===== config.mk =====
export PLATFORM = sky130hd
export DESIGN_NAME = flip_tolerant_rx
export DESIGN_NICKNAME = d
export VERILOG_FILES = /design/src/rtl/flip_tolerant_rx.sv
export SDC_FILE = /design/constraint.sdc
export NUM_CORES = 1
export LEC_CHECK = 0
export ABC_CLOCK_PERIOD_IN_PS = 800
export BUFFER_PORTS_ARGS = -buffer_cell sky130_fd_sc_hd__buf_2
export CAP_MARGIN = 15
export CORE_AREA = 2 2 39 41
export DETAILED_ROUTE_END_ITERATION = 12
export DIE_AREA = 0 0 41 43
export MAX_ROUTING_LAYER = met4
export PLACE_DENSITY = 0.35
export SKIP_LAST_GASP = 1
export SYNTH_ARGS = -nofsm -noshare
export SYNTH_HDL_FRONTEND = slang
export SYNTH_SLANG_ARGS = --single-unit

===== constraint.sdc =====
create_clock -name clk -period 0.8 [get_ports clk]
set_input_delay 0 -clock clk [delete_from_list [all_inputs] [get_ports clk]]
set_output_delay 0 -clock clk [all_outputs]
set_load 0.005 [all_outputs]

===== src/rtl/flip_tolerant_rx.sv =====
module flip_tolerant_rx (
  input  logic clk,
  input  logic rst_n,
  input  logic line_a,
  input  logic line_b,
  output logic data_out,
  output logic data_valid,
  output logic line_err
);

  logic prev_a, prev_b, primed;

  wire moved_a = line_a ^ prev_a;
  wire moved_b = line_b ^ prev_b;

  always_ff @(posedge clk or negedge rst_n) begin
    if (!rst_n) begin
      prev_a     <= 1'b0;
      prev_b     <= 1'b0;
      primed     <= 1'b0;
      data_valid <= 1'b0;
      data_out   <= 1'b0;
      line_err   <= 1'b0;
    end else begin
      prev_a     <= line_a;
      prev_b     <= line_b;
      primed     <= 1'b1;
      data_valid <= primed;
      data_out   <= primed & moved_a & moved_b;
      line_err   <= primed & ~(moved_a | moved_b);
    end
  end

endmodule


# After elaboration in Yosys (flattened, before gate mapping)

Index checks and enable logic that the tools add are counted.

Bits in registers: 6
Output and inout bits: 3
Logic and storage cells: 13

Bitwise gates (word level): 7

Operator list:

| operator          | number |
|---|---|
| bitwise AND 1 bit | 3 |
| XOR 1 bit         | 2 |
| NOT 1 bit         | 1 |
| bitwise OR 1 bit  | 1 |

# Longest topological paths before layout

Depth after elaboration: 4
Mapped depth: 2

# Least setup slack after synthesis

Ideal clock, no wire load.

Path type: register to register
Start point: register prev_b
End point: register data_out
Library setup time: 120 ps
Arrival time: 672 ps
Data required time: 680 ps
Path slack: 8 ps
Cell stages (with the launch flop): 3
Buffers on the path: 0
Clock period less this slack: 792 ps
Path through: dfrtp_1 xor2_1 and3_1

Longest elaborated chain between the ends: 2

Ends and longest elaborated chain:

| what                   | line | RTL |
|---|---|---|
| from (decl)            | 11   | `logic prev_a, prev_b, primed;` |
| from (signal assigned) | 26   | `prev_b <= line_b;` |
| XOR 1 bit              | 14   | `wire moved_b = line_b ^ prev_b;` |
| bitwise AND 1 bit      | 29   | `data_out <= primed & moved_a & moved_b;` |
| to (signal assigned)   | 29   |  |
| to (decl)              | 6    | `output logic data_out,` |

No other way between the ends.

# Final worst setup path

Start point: register prev_a
End point: register data_out

Longest elaborated chain between the ends: 3

Ends and longest elaborated chain:

| what                           | line | RTL |
|---|---|---|
| from (decl)                    | 11   |  |
| from (signal assigned)         | 25   | `prev_a <= line_a;` |
| XOR 1 bit                      | 13   | `wire moved_a = line_a ^ prev_a;` |
| bitwise AND 1 bit (2 in a row) | 29   |  |

No other way between the ends.

==> metrics.md <==
| Metric | Value |
|---|---|
| Routed WL per cell | `6.40 um` |
| Setup crit end | `data_out` |
| Post-synth top area cell | `dfrtp_1` |
| Layout cells sized above 1 | `37.5%` |
| P&R area growth vs syn | `55.0%` |
| Highest clock rate | `1280 MHz` |
| Port buffer count | `6` |
| Max Slew Vio Count | `0` |
| Synth warn | `0` |
| Vias | `113` |
| Total grt overflow | `0` |
| LEAKAGE | `0.000150 uW` |
| Fin nets | `30` |
| Fillers | `153` |
| VDD IR max | `1120 uV` |
| Die Wd | `41 um` |
| Placed cells | `34` |
| PwrDens | `2210 nW/um2` |
| Reg2Reg Depth | `2` |
| Switch share | `18.8%` |
| Post-layout min period | `0.781 ns` |
| R2r endpoint | `data_out` |
| Final wirelength | `256 um` |
| Antenna cells | `0` |
| Die height | `43 um` |
| Pint | `518 uW` |
| Post-CTS Setup Bufs | `0` |
| Final period util | `97.6%` |
| Final cell count without fillers | `40` |
| Worst R2R Setup Slack | `0.02 ns` |
| Clk sinks | `6` |
| H-tree depth | `1` |
| Initial antenna violation count | `0` |
| First-pass GRT wire length | `455 um` |
| Overall Global Routing Usage | `4.88%` |
| Root Buffer | `clkbuf_4` |
| Top post-synthesis cells by area | `dfrtp_1 81%, xor2_1 9.4%, and3_1 3.4%, nor3_1 2.7%, conb_1 2.0%` |
| Ports | `7` |
| Row count | `14` |
| WP data arrival | `0.90 ns` |
| Sequential share of the synthesized area | `80.5%` |
| Clock Skew | `0.00171 ns` |
| Fin. Hold Viols | `0` |
| Core region area | `1380 um2` |
| Final Core Density | `20.9%` |
| GP Congestion | `0.539` |
| Flop pwr share | `51.3%` |
| Clock Power Share | `41.1%` |
| R2r startpoint | `prev_a` |
| Crit path kind | `reg -> reg` |
| Syn Nets | `16` |
| Critical Path RT | `0.92 ns` |
| Combinational power share | `7.6%` |
| Worst hold path type | `in -> reg` |
| Final hold slack | `0.101 ns` |
| Seq cells post-synth | `6` |
| Total power | `637 uW` |
| Synth top area share | `80.5%` |
| RSZ-0062 raised after global routing | `yes` |
| Status | `finished clean` |
| Num CTS Buffers | `3` |
| 1st-iter DRT viols | `0` |
| Largest net degree at the start of global routing | `7` |
| Max cap viols | `0` |
| Crit start category | `flop` |
| Synth cell types | `6` |
| CP Capture Type | `flop` |
| Switching power total | `120 uW` |
| Skew-Pair Late Insertion Delay | `0.23 ns` |
| Routed Antenna Nets | `0` |
| Drt via density | `2.83` |
| Synth Instances | `12` |
| 1st-pass router iterations | `1` |
| Initial Util | `13.5%` |
| Die area | `1760 um2` |
| Clock slew at reported path FFs | `0.04 ns` |
| CTS Buffer Depth | `2` |
| Setup crit start | `prev_a` |
| Synth Cell Area | `186 um2` |
| CTS tree | `built` |
| Vias in the first global route | `121` |
| Syn Area/Cell | `15.5 um2` |
| Final Setup Violations | `0` |
| Drt drc | `0` |
| Worst Path Max Fanout | `2` |
==> registers in the layout, indices dropped and copies added (netlist names) <==
signal,flops
data_out,1
data_valid,1
line_err,1
prev_a,1
prev_b,1
primed,1
==> power by group through the flow <==
stage	Combinational [uW]	Clock, uW	Sequential [uW]
3_3_place_gp	37.3	0	330
5_1_grt	57.4	308	328
4_1_cts	49.9	278	327
2_1_floorplan	12.4	0	333
3_5_place_dp	39.2	0	331
6_report	48.7	262	327
==> worst min path at each step <==
stage                     slack [ns]    from    endpoint  cells past startpoint
final                           0.10  line_b    line_err                      3
after global routing            0.12  line_b    data_out                      3
after CTS                       0.09  line_b    line_err                      3
after detailed placement       -0.17   rst_n    line_err                      1
after global placement         -0.18   rst_n  data_valid                      1
after floorplan                -0.30   rst_n    data_out                      0
==> per-stage QoR <==
stage                     area, um2  setup TNS [ns]  setup slack, ns
after CTS                       289               0          0.00928
final                           289               0           0.0193
after detailed placement        236         -0.0200          -0.0200
after global placement          236        -0.00287         -0.00287
after global routing            289         -0.0296          -0.0169
after floorplan                 186               0          0.00826
==> worst max-delay path, cell delays in order (launching register included) <==
cell     delay [ns]
dfrtp_1        0.36
xor2_1         0.15
and3_1         0.16
==> timing repair <==
| item | in CTS | in global routing |
|---|---|---|
| endpoints found under the hold margin | 8 | 0 |
| setup endpoints to repair | 1 | 2 |
| hold buffers | 3 | 0 |
| pin swaps | 2 | 0 |
| gates resized for setup | 0 | 0 |
==> layout by cell type, fill, tap and decap left out <==
cell type and instances:
xor2_1 2, conb_1 1, and3_1 1, clkbuf_4 3, dfrtp_1 6, inv_1 1, nor3_1 1, dlygate4sd3_1 3
buf_2 6
==> synth_stat cells <==
library cell and number:
nor3_1 1, and3_1 1, dfrtp_1 6, conb_1 1, xor2_1 2, inv_1 1
==> cell families (layout without fill, tap and decap cells) <==
family,Yosys count,count (layout),synth area share (%)
xor gates and xnor gates,2,2,9.40
buffers and inverters,1,13,2.01
DFF,6,6,80.5
other,1,1,2.01
and+or+nand+nor,2,2,6.04
==> layer usage <==
layer,track usage [%],routed length [um]
met4,0,0
met1,3.96,118
met2,6.25,97
met5,-,0
met3,7.85,40
==> area by class of cell <==
type | count | area [um2] | area share (%)
flip-flops and latches | 6 | 150 | 51.9
repair buffers | 9 | 60.1 | 20.8
multi-input cells | 5 | 32.5 | 11.3
clock buffers | 3 | 22.5 | 7.79
well taps | 16 | 20.0 | 6.93
inverters | 1 | 3.75 | 1.30
Note: power is estimated with default switching activity, not from simulation.
